### config.mk
export PLATFORM = sky130hd
export DESIGN_NAME = mclk_gen
export DESIGN_NICKNAME = d
export VERILOG_FILES = /design/src/rtl/mclk_pkg.sv /design/src/rtl/mclk_src_mux.sv /design/src/rtl/mclk_presc.sv /design/src/rtl/mclk_cfg.sv /design/src/rtl/mclk_gen.sv
export SDC_FILE = /design/constraint.sdc
export NUM_CORES = 1
export LEC_CHECK = 0
export CORE_MARGIN = 5
export CORE_UTILIZATION = 44
export CTS_CLUSTER_SIZE = 20
export DETAILED_ROUTE_END_ITERATION = 8
export DONT_BUFFER_PORTS = 1
export PLACE_DENSITY = 0.59
export SLEW_MARGIN = 0
export SYNTH_ARGS = -nofsm -noshare
export SYNTH_HDL_FRONTEND = slang
export SYNTH_SLANG_ARGS = --single-unit
### constraint.sdc
create_clock -name clk_i -period 1.89 [get_ports clk_i]
set_input_delay 0.2835 -clock clk_i [delete_from_list [all_inputs] [get_ports clk_i]]
set_output_delay 0.2835 -clock clk_i [all_outputs]
set_load 0.005 [all_outputs]
### src/rtl/mclk_pkg.sv
package mclk_pkg;
  localparam int CODE_W = 4;
  localparam int DIV_W  = 7;

  typedef enum logic [1:0] {
    ST_READY  = 2'd0,
    ST_ADOPT  = 2'd1,
    ST_SETTLE = 2'd2
  } hs_state_t;

  function automatic logic [DIV_W-1:0] div_of(input logic [CODE_W-1:0] code);
    case (code)
      4'd1:    div_of = 7'd2;
      4'd2:    div_of = 7'd3;
      4'd3:    div_of = 7'd4;
      4'd4:    div_of = 7'd8;
      4'd5:    div_of = 7'd16;
      4'd6:    div_of = 7'd32;
      4'd7:    div_of = 7'd64;
      default: div_of = 7'd1;
    endcase
  endfunction

  function automatic logic [DIV_W-1:0] high_of(input logic [DIV_W-1:0] div);
    high_of = (div < 7'd2) ? 7'd1 : (div >> 1);
  endfunction
endpackage

### src/rtl/mclk_src_mux.sv
module mclk_src_mux #(
  parameter int N_SRC = 4,
  parameter int SEL_W = 2
) (
  input  logic [N_SRC-1:0] src_tick_i,
  input  logic [SEL_W-1:0] sel_i,
  output logic             tick_o
);
  logic [N_SRC-1:0] hit;
  logic             in_range;

  for (genvar g = 0; g < N_SRC; g++) begin : g_hit
    assign hit[g] = (32'(sel_i) == g) && src_tick_i[g];
  end

  assign in_range = (32'(sel_i) < N_SRC);
  assign tick_o   = in_range ? (|hit) : src_tick_i[0];
endmodule

### src/rtl/mclk_presc.sv
module mclk_presc
  import mclk_pkg::*;
(
  input  logic             clk_i,
  input  logic             rst_i,
  input  logic             tick_i,
  input  logic [DIV_W-1:0] div_i,
  output logic             boundary_o,
  output logic             mclk_o,
  output logic             ce_o
);
  logic [DIV_W-1:0] cnt;
  logic [DIV_W-1:0] cnt_nx;
  logic [DIV_W-1:0] hi_len;

  assign cnt_nx     = cnt + 1'b1;
  assign hi_len     = high_of(div_i);
  assign boundary_o = tick_i && (cnt == div_i - 1'b1);

  always_ff @(posedge clk_i) begin
    if (rst_i) begin
      cnt    <= '0;
      mclk_o <= 1'b0;
      ce_o   <= 1'b0;
    end else begin
      ce_o <= 1'b0;
      if (tick_i) begin
        if (boundary_o) begin
          cnt    <= '0;
          ce_o   <= 1'b1;
          mclk_o <= 1'b1;
        end else begin
          cnt    <= cnt_nx;
          mclk_o <= (cnt_nx < hi_len);
        end
      end
    end
  end
endmodule

### src/rtl/mclk_cfg.sv
module mclk_cfg
  import mclk_pkg::*;
#(
  parameter int SEL_W = 2,
  parameter int CFG_W = CODE_W + SEL_W
) (
  input  logic             clk_i,
  input  logic             rst_i,
  input  logic             wr_en_i,
  input  logic [CFG_W-1:0] wr_data_i,
  input  logic             boundary_i,
  output logic [SEL_W-1:0] sel_o,
  output logic [DIV_W-1:0] div_o,
  output logic             rdy_o,
  output logic             irq_o
);
  logic [SEL_W-1:0]  pend_sel;
  logic [CODE_W-1:0] pend_code;
  hs_state_t         st;

  always_ff @(posedge clk_i) begin
    if (rst_i) begin
      pend_sel  <= '0;
      pend_code <= '0;
      sel_o     <= '0;
      div_o     <= 7'd1;
      st        <= ST_READY;
      rdy_o     <= 1'b1;
      irq_o     <= 1'b0;
    end else begin
      irq_o <= 1'b0;
      if (boundary_i) begin
        sel_o <= pend_sel;
        div_o <= div_of(pend_code);
      end
      if (wr_en_i) begin
        pend_code <= wr_data_i[CODE_W-1:0];
        pend_sel  <= wr_data_i[CODE_W +: SEL_W];
        st        <= ST_ADOPT;
        rdy_o     <= 1'b0;
      end else if (boundary_i) begin
        case (st)
          ST_ADOPT:  st <= ST_SETTLE;
          ST_SETTLE: begin
            st    <= ST_READY;
            rdy_o <= 1'b1;
            irq_o <= 1'b1;
          end
          default:   st <= ST_READY;
        endcase
      end
    end
  end
endmodule

### src/rtl/mclk_gen.sv
module mclk_gen
  import mclk_pkg::*;
#(
  parameter  int N_SRC = 4,
  localparam int SEL_W = (N_SRC > 1) ? $clog2(N_SRC) : 1,
  localparam int CFG_W = CODE_W + SEL_W
) (
  input  logic             clk_i,
  input  logic             rst_i,
  input  logic             wr_en_i,
  input  logic [CFG_W-1:0] wr_data_i,
  input  logic [N_SRC-1:0] src_tick_i,
  output logic             mclk_o,
  output logic             mclk_ce_o,
  output logic             rdy_o,
  output logic             irq_o
);
  logic [SEL_W-1:0] act_sel;
  logic [DIV_W-1:0] act_div;
  logic             sel_tick;
  logic             boundary;

  mclk_src_mux #(.N_SRC(N_SRC), .SEL_W(SEL_W)) u_mux (
    .src_tick_i (src_tick_i),
    .sel_i      (act_sel),
    .tick_o     (sel_tick)
  );

  mclk_presc u_presc (
    .clk_i      (clk_i),
    .rst_i      (rst_i),
    .tick_i     (sel_tick),
    .div_i      (act_div),
    .boundary_o (boundary),
    .mclk_o     (mclk_o),
    .ce_o       (mclk_ce_o)
  );

  mclk_cfg #(.SEL_W(SEL_W), .CFG_W(CFG_W)) u_cfg (
    .clk_i      (clk_i),
    .rst_i      (rst_i),
    .wr_en_i    (wr_en_i),
    .wr_data_i  (wr_data_i),
    .boundary_i (boundary),
    .sel_o      (act_sel),
    .div_o      (act_div),
    .rdy_o      (rdy_o),
    .irq_o      (irq_o)
  );
endmodule

Word level (Yosys, flattened, before mapping)
Index checks and enable logic that the tools add are counted.
- register bits after elaboration: 28
- bits of input ports: 13
- output and inout bits: 4
- word-level logic and storage cells: 55
- add/subtract/negate cells: 2
- order comparisons: 2
- equal/unequal tests: 13
- muxes and demuxes: 12
- bitwise gates (word level): 2
- reduce and logical (&&, ||, !) cells: 13
- operators by type and width (cell ; number):
    7-bit one-hot mux with 7 select lines ; 1
    4-bit by 3-bit == test with 1-bit output, second input constant ; 4
    4-bit by 2-bit == test with 1-bit output, second input constant ; 2
    1-bit 2-to-1 mux ; 8
    7-bit by 1-bit adder with 7-bit output, second input constant ; 1
    7-bit == test ; 1
    7-bit by 2-bit less-than comparator with 1-bit output, second input constant ; 1
    7-bit less-than comparator ; 1
    7-bit 2-to-1 mux ; 1
    7-bit by 1-bit subtractor with 7-bit output, second input constant ; 1
    2-bit == test, second input constant ; 3
    6-bit 2-to-1 mux ; 1
    1-bit logical AND ; 5
    2-bit by 1-bit == test with 1-bit output, second input constant ; 2
    4-bit by 1-bit == test with 1-bit output, second input constant ; 1
    2-bit nonzero test ; 2
    2-bit OR reduction ; 2
    4-bit OR reduction ; 1
    3-bit OR reduction ; 1
    2-bit zero test ; 1
    2-bit 2-to-1 mux ; 1
    1-bit inverter ; 2
    2-bit AND reduction ; 1

Depth between registers and ports, before layout
Gate-level depths: netlist of the first run.
- word-level depth: 6
- gate-level depth with buffers: 8
- mapped depth without buffers: 8

Cells and area by module
A second synthesis of the first run with hierarchy kept.
- cell total of the unflattened synthesis: 172
- area total of the unflattened synthesis: 1566.5 um^2
- modules (own cells, without submodules) (module ; instances ; cells an instance ; area an instance (um^2) ; sequential area each (um^2)):
    mclk_presc ; 1 ; 100 ; 804.5 ; 180.2
    mclk_cfg ; 1 ; 71 ; 739.5 ; 380.4
    mclk_src_mux ; 1 ; 1 ; 22.5 ; 0.0

Worst setup path before layout of the first run
OpenSTA, ideal clock, no wires.
- path type: register -> register
- start point: register u_presc.cnt[0]
- end point: register u_presc.mclk_o
- library setup time: 75 ps
- arrival: 1820 ps
- required time: 1815 ps
- setup slack: -5 ps
- stages on the path, launching flop included: 9
- buffers on the path: 0
- period minus slack after synthesis: 1895 ps
- path through: dfxtp_1 -> ha_1 -> and3_1 -> xor2_1 -> ha_1 -> a21o_1 -> a21oi_1 -> o2111ai_1 -> a31oi_1
- cells in the longest elaborated chain, start to end: 3
- elaborated cells between the ends (all ways): 5
- those cells by class: add/sub: 1; order compare: 1; eq/ne: 1; mux: 1; reduce/logical: 1
- ends and longest elaborated chain (item ; line ; RTL):
    start: declaration ; mclk_presc.sv:12 ; logic [DIV_W-1:0] cnt;
    start signal: assignment ; mclk_presc.sv:33 ; cnt <= cnt_nx;
    7-bit by 1-bit adder with 7-bit output or 7-bit == test (tied branches) ; mclk_presc.sv:16, mclk_presc.sv:18 ;
    7-bit less-than comparator or 1-bit logical AND (tied branches) ; mclk_presc.sv:34, mclk_presc.sv:18 ;
    1-bit 2-to-1 mux * ; mclk_presc.sv:28 ; if (boundary_o) begin
    end signal: assignment ; mclk_presc.sv:34 ; mclk_o <= (cnt_nx < hi_len);
    end: declaration ; mclk_presc.sv:9 ; output logic mclk_o,
Every way passes the cells marked *; elsewhere a longest branch is shown, timed or not.
A chain may end at the register's enable or synchronous reset.

Worst setup path in the final report of the first run
Same ends and word-level chain as after synthesis.

==> results.sh, run 1 <==
export IMPL_fin_nets=217
export IMPL_synth_cell_area_um2=1640
export IMPL_cp_arrival_ns=2.04
export IMPL_reg2reg_to="u_presc.mclk_o"
export IMPL_powerDensity_nw_per_um2=987
export IMPL_dp_hpwl_um=2760
export IMPL_grt_use_total=0.150
export IMPL_mostFrequentLayoutCells="20 x nor2_1, 20 x dfxtp_1, 17 x buf_4"
export IMPL_synthArstFlopShare=0
export IMPL_worstSkewPairLatency_ns=0.28
export IMPL_grt_overflow_total=0
export IMPL_grt_pass1_vias=1327
export IMPL_hold_viol=0
export IMPL_synthCells=185
export IMPL_clkSinkCount=28
export IMPL_synthFlopType="dfxtp_1"
export IMPL_antenna_found_initial=0
export IMPL_synth_seq_cells=28
export IMPL_ff_latch_area_um2=571
export IMPL_vias_per_cell=5.62
export IMPL_firstDrtPassIters=4
export IMPL_holdCritStartpoint="rst_i"
export IMPL_place_worst_setup_slack_ns=-0.000238
export IMPL_n_antenna_cell=0
export IMPL_cp_required_ns=2.10
export IMPL_finalSetupTns_ns=0
export IMPL_die_x_um=71.1
export IMPL_status="completed"
export IMPL_syn2layout_area_growth_pct=18.7
export IMPL_core_area_um2=3630
export IMPL_yosysSeqAreaShare=0.341
export IMPL_grt_max_degree=30
export IMPL_path_class="reg2reg"
export IMPL_cts_root_to_sink_buffers=2
export IMPL_hold_end="u_cfg.pend_code[1]"
export IMPL_place_congestion=0.829
export IMPL_htreeDepth=1
export IMPL_multiInputGateArea_um2=1070
export IMPL_postSynthAreaPerCell_um2=8.88
export IMPL_hold_class="in2reg"
export IMPL_hold_ws_ns=0.0597
export IMPL_start_util=0.452
export IMPL_cts_tree="built"
export IMPL_fmax_mhz=545
export IMPL_io_pins=17
export IMPL_finalSetupViolCount=0
export IMPL_crit_fanout=2
export IMPL_rr_startpoint="u_presc.cnt[0]"
export IMPL_cap_violations=0
export IMPL_r2r_slack_ns=0.06
export IMPL_grt_pass1_wl_um=6120
export IMPL_min_period_over_period=0.970
export IMPL_drive_gt1_frac=0.265
export IMPL_rows=22
export IMPL_synth_cell_type_count=43
export IMPL_vias=1372
export IMPL_worstMarginPinSlew_ns=0.355
export IMPL_postRouteAntennaNets=0
export IMPL_root_buffer="clkbuf_8"
export IMPL_ys_warnings_count=0
export IMPL_syn_nets=205
export IMPL_cts_buffers=3
export IMPL_io_buffer_count=0
export IMPL_finClkSkew_ns=0.00531
export IMPL_rr_worst_depth=8
export IMPL_crit_path_start_kind="register"
export IMPL_drt_iter0_drc=85
export IMPL_whs_path_depth=1
export IMPL_die_area_um2=5060
export IMPL_synth_edf_count=0
export IMPL_clk_pin_slew_ns=0.10
export IMPL_fill_cells=344
export IMPL_drc=0
export IMPL_max_slew_margin=0.763
export IMPL_cp_startpoint="u_presc.cnt[0]"
export IMPL_maxSlewViolCount=0
export IMPL_irDropWorstVdd_mv=0.419
export IMPL_fin_ws_ns=0.0560
export IMPL_dieHeight_um=71.1
export IMPL_routed_wl_um=3780
export IMPL_leakage_uw=0.000780
export IMPL_post_route_min_period_ns=1.83
export IMPL_wl_per_cell_um=15.5
export IMPL_crit_path_end_kind="register"
==> metrics by stage <==
stage,total power (µW),util,std cells,instance area (µm²)
after floorplan,1200,-,185,1650
after global placement,1350,0.484,236,1760
after detailed placement,1370,0.484,236,1760
after CTS,1850,0.504,240,1830
after global routing,2050,0.537,244,1950
final,1920,0.537,244,1950
==> sequential cells by signal (all words and copies together), names as in the netlist <==
| register | cells |
|---|---|
| u_cfg.st | 2 |
| u_cfg.sel_o | 2 |
| u_presc.mclk_o | 1 |
| u_cfg.irq_o | 1 |
| u_cfg.rdy_o | 1 |
| u_cfg.pend_code | 4 |
| u_cfg.pend_sel | 2 |
| u_cfg.div_o | 7 |
| u_presc.ce_o | 1 |
| u_presc.cnt | 7 |
==> report_power, final <==
| group | switching [µW] | internal, µW |
|---|---|---|
| clock network | 194 | 284 |
| registers | 46.5 | 654 |
| logic | 381 | 365 |
| total | 621 | 1300 |
==> layout make-up <==
cell class,count,share of cell area
Tap cell,48,0.0308
Clock buffer,3,0.0212
Timing Repair Buffer,18,0.0712
Inverter,10,0.0193
Sequential cell,28,0.293
Multi-Input combinational cell,136,0.549
Clock inverter,1,0.0154
==> routing by layer <==
metal / GRT usage / wire (µm) / vias up
li1: - / - / 685
met1: 0.189 / 1760 / 661
met2: 0.254 / 1830 / 19
met3: 0.0313 / 126 / 7
met4: 0.0501 / 56 / 0
met5: 0 / 0 / -
==> synthesized netlist by cell type (2+ instances only) <==
library cell / count / share of area
nand4_1: 4 / 0.015
o2111ai_1: 2 / 0.011
inv_1: 10 / 0.023
o21ai_0: 3 / 0.0091
a21oi_1: 7 / 0.021
and3_1: 4 / 0.015
nand2_1: 12 / 0.027
ha_1: 7 / 0.053
clkbuf_1: 7 / 0.016
nor4_1: 5 / 0.019
nand3b_1: 2 / 0.0091
o31ai_1: 5 / 0.023
nor4_2: 2 / 0.015
dfxtp_1: 28 / 0.34
nor3_1: 4 / 0.012
nor2_1: 20 / 0.046
and2_1: 2 / 0.0076
nand3_1: 9 / 0.027
buf_2: 3 / 0.0091
mux2i_1: 12 / 0.073
nand2b_1: 2 / 0.0076
xnor2_1: 5 / 0.027
xor2_1: 10 / 0.053
==> worst max-delay path, stage by stage, from the launching register on <==
cell and delay, ns:
dfxtp_2 0.34, ha_2 0.18, and3_4 0.18, xor2_1 0.14, ha_1 0.32, a21o_1 0.17, a21oi_2 0.13, o2111ai_2 0.13
a31oi_1 0.17
==> repair_timing <==
item,4_1_cts,5_1_grt
hold buffers,0,0
pin swaps,3,13
endpoints found under the hold margin,0,0
gates resized for setup,1,22
buffers inserted,0,4
setup endpoints to repair,1,15
==> cells by family (layout without fill, tap and decap cells) <==
family,count (synthesis),in the layout,share of synthesized area
buffers and inverters,21,32,0.0548
adders and majority gates,7,7,0.0533
DFF,28,28,0.341
AOI/OAI and AO/OA,29,29,0.138
and+or+nand+nor,70,70,0.229
muxes,14,14,0.0937
xor gates and xnor gates,16,16,0.0899
==> how the worst max path moves through the flow <==
| stage | slack [ns] | end | depth (start not counted) |
|---|---|---|---|
| detailed placement | -0.0002 | u_presc.mclk_o | 8 |
| CTS | 0.002 | u_presc.mclk_o | 8 |
| global placement | 0.03 | u_presc.mclk_o | 8 |
| global route | -0.03 | u_presc.mclk_o | 8 |
| finish | 0.06 | u_presc.mclk_o | 8 |
| floorplan | 0.002 | u_presc.mclk_o | 8 |
Note: power is estimated with default switching activity, not from simulation.
==> run 2: changes to the inputs <==
BUFFER_PORTS_ARGS = -buffer_cell sky130_fd_sc_hd__buf_2   (was not set)
DONT_BUFFER_PORTS = not set   (was 1)
PLACE_DENSITY = 0.63   (was 0.59)
==> results.sh, run 2 (synthesized netlist as in run 1, its figures left out) <==
export IMPL_status="completed"
export IMPL_drive_gt1_frac=0.300
export IMPL_grt_overflow_total=0
export IMPL_cts_tree="built"
export IMPL_p_seq_frac=0.351
export IMPL_cap_violations=0
export IMPL_cts_hold_buf=0
export IMPL_hold_class="in2reg"
export IMPL_internal_power_uw=1320
export IMPL_crit_path_end_kind="register"
export IMPL_place_congestion=0.856
export IMPL_postRouteAntennaNets=0
export IMPL_crit_fanout=4
export IMPL_worstSkewPairLatency_ns=0.28
export IMPL_routed_wl_um=3930
export IMPL_clkSinkCount=28
export IMPL_vias_per_cell=5.55
export IMPL_finClkSkew_ns=0.00225
export IMPL_antenna_found_initial=0
export IMPL_n_antenna_cell=0
export IMPL_dp_cells=252
export IMPL_dp_hpwl_um=2890
export IMPL_place_worst_setup_slack_ns=0.00897
export IMPL_wl_met3_um=137
export IMPL_grt_use_total=0.158
export IMPL_powerDensity_nw_per_um2=980
export IMPL_grt_pass1_wl_um=6530
export IMPL_root_buffer="clkbuf_8"
export IMPL_final_common_cell="dfxtp_1"
export IMPL_mostFrequentLayoutCells="21 x dfxtp_1, 20 x nor2_1, 16 x buf_2"
export IMPL_cts_buffers=3
export IMPL_cts_root_to_sink_buffers=2
export IMPL_finalSetupViolCount=0
export IMPL_wl_per_cell_um=15.2
export IMPL_start_util=0.452
export IMPL_irDropWorstVdd_mv=0.375
export IMPL_hold_ws_ns=0.230
export IMPL_die_area_um2=5060
export IMPL_placed_area_um2=1840
export IMPL_swShare=0.332
export IMPL_finalSetupTns_ns=0
export IMPL_io_buffer_count=16
export IMPL_fin_area_um2=2020
export IMPL_cpPeakStageDelay_ns=0.34
export IMPL_leakage_uw=0.000836
export IMPL_cpMaxStageDelayCell="dfxtp_2"
export IMPL_max_slew_margin=0.639
export IMPL_min_period_over_period=0.979
export IMPL_grt_pass1_vias=1432
export IMPL_largestRegisters="u_cfg.div_o (7), u_presc.cnt (7), u_cfg.pend_code (4)"
export IMPL_firstDrtPassIters=4
export IMPL_post_route_min_period_ns=1.85
export IMPL_maxSlewViolCount=0
export IMPL_worstMarginPinSlew_ns=0.541
export IMPL_cp_top_family="compound AO/OA/AOI/OAI gates"
export IMPL_instances_no_fill=258
export IMPL_rows=22
export IMPL_hold_viol=0
export IMPL_grt_max_degree=30
export IMPL_clockPowerShare=0.244
export IMPL_cp_required_ns=2.10
export IMPL_crit_path_start_kind="register"
export IMPL_switching_power_uw=658
export IMPL_htreeDepth=1
export IMPL_core_area_um2=3630
export IMPL_fmax_mhz=541
export IMPL_clk_pin_slew_ns=0.10
export IMPL_io_pins=17
export IMPL_wl_met2_um=1950
export IMPL_path_class="reg2reg"
export IMPL_drt_iter0_drc=123
export IMPL_wl_met1_um=1790
export IMPL_drc=0
export IMPL_cp_arrival_ns=2.06
export IMPL_die_x_um=71.1
export IMPL_top_layer="met4"
export IMPL_syn2layout_area_growth_pct=23.2
export IMPL_dieHeight_um=71.1
export IMPL_vias=1432
export IMPL_fin_nets=231
export IMPL_path_buf_inv=0
export IMPL_p_comb_frac=0.405
export IMPL_fin_ws_ns=0.0404
export IMPL_cp_cell_sequence="ha_2 -> and3_4 -> xor2_2 -> ha_1 -> a21o_1 -> a21oi_2 -> o2111ai_1 -> a31oi_1"
==> run 2: changes by cell type in the layout (fill, tap and decap cells not counted), sizes merged <==
cell	delta
buf	+14
==> run 2: worst paths after layout <==
| kind | startpoint | to | slack (ns) | cells past startpoint |
|---|---|---|---|---|
| min | wr_data_i[2] | u_cfg.pend_code[2] | 0.23 | 3 |
| max reg2reg | u_presc.cnt[0] | u_presc.mclk_o | 0.04 | 8 |
| min reg2reg | u_cfg.sel_o[0] | u_cfg.sel_o[0] | 0.49 | 2 |
| max | u_presc.cnt[0] | u_presc.mclk_o | 0.04 | 8 |
==> run 2: final cells by class <==
type | count | area, µm²
clock buffer | 3 | 41.3
clock inverter | 1 | 30.0
fill | 329 | 1610
inverter | 10 | 37.5
multi-input combinational | 136 | 1080
sequential | 28 | 569
tap | 48 | 60.1
timing repair buffer | 32 | 204
==> run 2: what timing repair did <==
item,in CTS,in global routing
pin swaps,0,10
resized for setup,1,21
endpoints found under the setup margin,1,20
buffers inserted,0,2
==> run 2: power by group through the flow <==
| stage | Clock (µW) | Sequential [µW] | Combinational, µW |
|---|---|---|---|
| CTS | 492 | 690 | 714 |
| finish | 484 | 696 | 802 |
| global placement | 0 | 701 | 696 |
| detailed placement | 0 | 704 | 705 |
| global route | 521 | 703 | 866 |
| floorplan | 0 | 708 | 489 |
==> run 2: per-stage QoR <==
step	util	power (µW)
CTS	0.527	1900
floorplan	-	1200
detailed placement	0.506	1410
global placement	0.506	1400
finish	0.557	1980
global route	0.557	2090
==> run 2: worst min-delay path, cell delays in order <==
cell	delay (ns)
buf_2	0.07
mux2i_1	0.05
nor2_1	0.07
==> run 2: layer usage <==
metal	global-route usage	up-vias
li1	-	716
met5	0	-
met4	0.0459	0
met1	0.200	679
met3	0.0270	7
met2	0.273	30
==> run 3: changes to the inputs <==
PLACE_DENSITY = 0.62   (was 0.63)
==> results.sh, run 3 (synthesized netlist as in run 1, its figures left out) <==
export IMPL_status="finished with violations"
export IMPL_violations="negative setup slack"
export IMPL_cpMaxStageDelayCell="dfxtp_4"
export IMPL_r2r_slack_ns=-0.04
export IMPL_crit_path_start_kind="register"
export IMPL_vias_per_cell=5.43
export IMPL_grt_max_degree=20
export IMPL_mostFrequentLayoutCells="22 x dfxtp_1, 20 x nor2_1, 18 x buf_4"
export IMPL_powerDensity_nw_per_um2=976
export IMPL_cpPeakStageDelay_ns=0.37
export IMPL_drt_iter0_drc=152
export IMPL_final_common_cell="dfxtp_1"
export IMPL_clk_pin_slew_ns=0.10
export IMPL_drc=0
export IMPL_drive_gt1_frac=0.349
export IMPL_cts_root_to_sink_buffers=2
export IMPL_finalSetupTns_ns=-0.0355
export IMPL_path_common_cell="buf_4"
export IMPL_cp_cell_sequence="buf_4 -> and3_4 -> buf_4 -> xor2_1 -> ha_2 -> o2111ai_1 -> o2111ai_2 -> a31oi_1"
export IMPL_cts_buffers=3
export IMPL_cp_arrival_ns=2.09
export IMPL_cts_hold_buf=0
export IMPL_rsz0062_at_grt="true"
export IMPL_min_period_over_period=1.02
export IMPL_firstDrtPassIters=4
export IMPL_maxSlewViolCount=0
export IMPL_grt_use_total=0.147
export IMPL_hold_viol=0
export IMPL_grt_overflow_total=0
export IMPL_place_congestion=0.799
export IMPL_root_buffer="clkbuf_8"
export IMPL_worstSkewPairLatency_ns=0.28
export IMPL_io_pins=17
export IMPL_wl_per_cell_um=14.9
export IMPL_dp_hpwl_um=2780
export IMPL_max_slew_margin=0.744
export IMPL_grt_pass1_vias=1346
export IMPL_finalSetupViolCount=1
export IMPL_die_x_um=71.1
export IMPL_syn2layout_area_growth_pct=28.6
export IMPL_core_area_um2=3630
export IMPL_fin_nets=236
export IMPL_rows=22
export IMPL_post_route_min_period_ns=1.93
export IMPL_postRouteAntennaNets=0
export IMPL_finClkSkew_ns=0.00633
export IMPL_die_area_um2=5060
export IMPL_placed_area_um2=1850
export IMPL_cts_tree="built"
export IMPL_fin_area_um2=2110
export IMPL_crit_fanout=3
export IMPL_n_antenna_cell=0
export IMPL_largestRegisters="u_cfg.div_o (7), u_presc.cnt (7), u_cfg.pend_code (4)"
export IMPL_antenna_found_initial=0
export IMPL_cap_violations=0
export IMPL_start_util=0.452
export IMPL_place_worst_setup_slack_ns=-0.0306
export IMPL_grt_pass1_wl_um=6050
export IMPL_fin_ws_ns=-0.0355
export IMPL_leakage_uw=0.000869
export IMPL_fmax_mhz=519
export IMPL_io_buffer_count=16
export IMPL_htreeDepth=1
export IMPL_crit_path_end_kind="register"
export IMPL_irDropWorstVdd_mv=0.468
export IMPL_hold_class="in2reg"
export IMPL_path_class="reg2reg"
export IMPL_cp_required_ns=2.05
export IMPL_vias=1427
export IMPL_clkSinkCount=28
export IMPL_worstMarginPinSlew_ns=0.383
export IMPL_dieHeight_um=71.1
export IMPL_routed_wl_um=3910
## run 3: changes by cell type in the layout (fill, tap and decap cells not counted), sizes merged
cell  delta
buf      +5
## run 3: cell type report
cell class              count  area [µm²]
clock inverters             1        30.0
flip-flops and latches     28         573
repair buffers             37         249
well taps                  48        60.1
clock buffers               3        41.3
inverters                  10        37.5
fillers                   330        1520
multi-input cells         136        1120
## run 3: worst paths after layout
check,startpoint,to,cells past startpoint
min,wr_data_i[3],u_cfg.pend_code[3],3
max,u_presc.cnt[1],u_presc.mclk_o,8
max reg2reg,u_presc.cnt[1],u_presc.mclk_o,8
min reg2reg,u_cfg.sel_o[0],u_cfg.sel_o[0],2
## run 3: metal layers
layer | up-vias | track usage | wire length (µm)
li1 | 722 | - | -
met1 | 669 | 0.188 | 1810
met2 | 30 | 0.255 | 1910
met3 | 6 | 0.0241 | 149
met4 | 0 | 0.0355 | 37
met5 | - | 0 | 0
## run 3: where the power goes
group          switching [µW]  total [µW]  internal, µW  leakage [µW]
registers                51.8         709           657      0.000231
clock network             187         471           284     0.0000357
logic                     444         882           437      0.000602
## run 3: what timing repair did
item | 4_1_cts | 5_1_grt
cloned | 0 | 1
pin swaps | 0 | 11
resized for setup | 6 | 30
buffers inserted | 0 | 4
setup endpoints to repair | 2 | 18
## run 3: per-stage QoR
step / util / hold slack [ns] / power, µW / cells
after CTS: 0.535 / 0.241 / 1880 / 258
after global routing: 0.581 / 0.242 / 2180 / 263
after detailed placement: 0.510 / 0.481 / 1390 / 254
after floorplan: - / 0.431 / 1200 / 185
after global placement: 0.510 / 0.460 / 1380 / 254
final: 0.581 / 0.239 / 2060 / 263
## run 3: critical path: cells and delay by family (launching register included)
| kind | cells | cell delay (ns) |
|---|---|---|
| AO/OA/AOI/OAI | 3 | 0.52 |
| XOR/XNOR | 1 | 0.14 |
| adder cells (fa/ha/maj) | 1 | 0.32 |
| buffers and inverters | 2 | 0.28 |
| flip-flops | 1 | 0.37 |
| AND/OR/NAND/NOR | 1 | 0.17 |
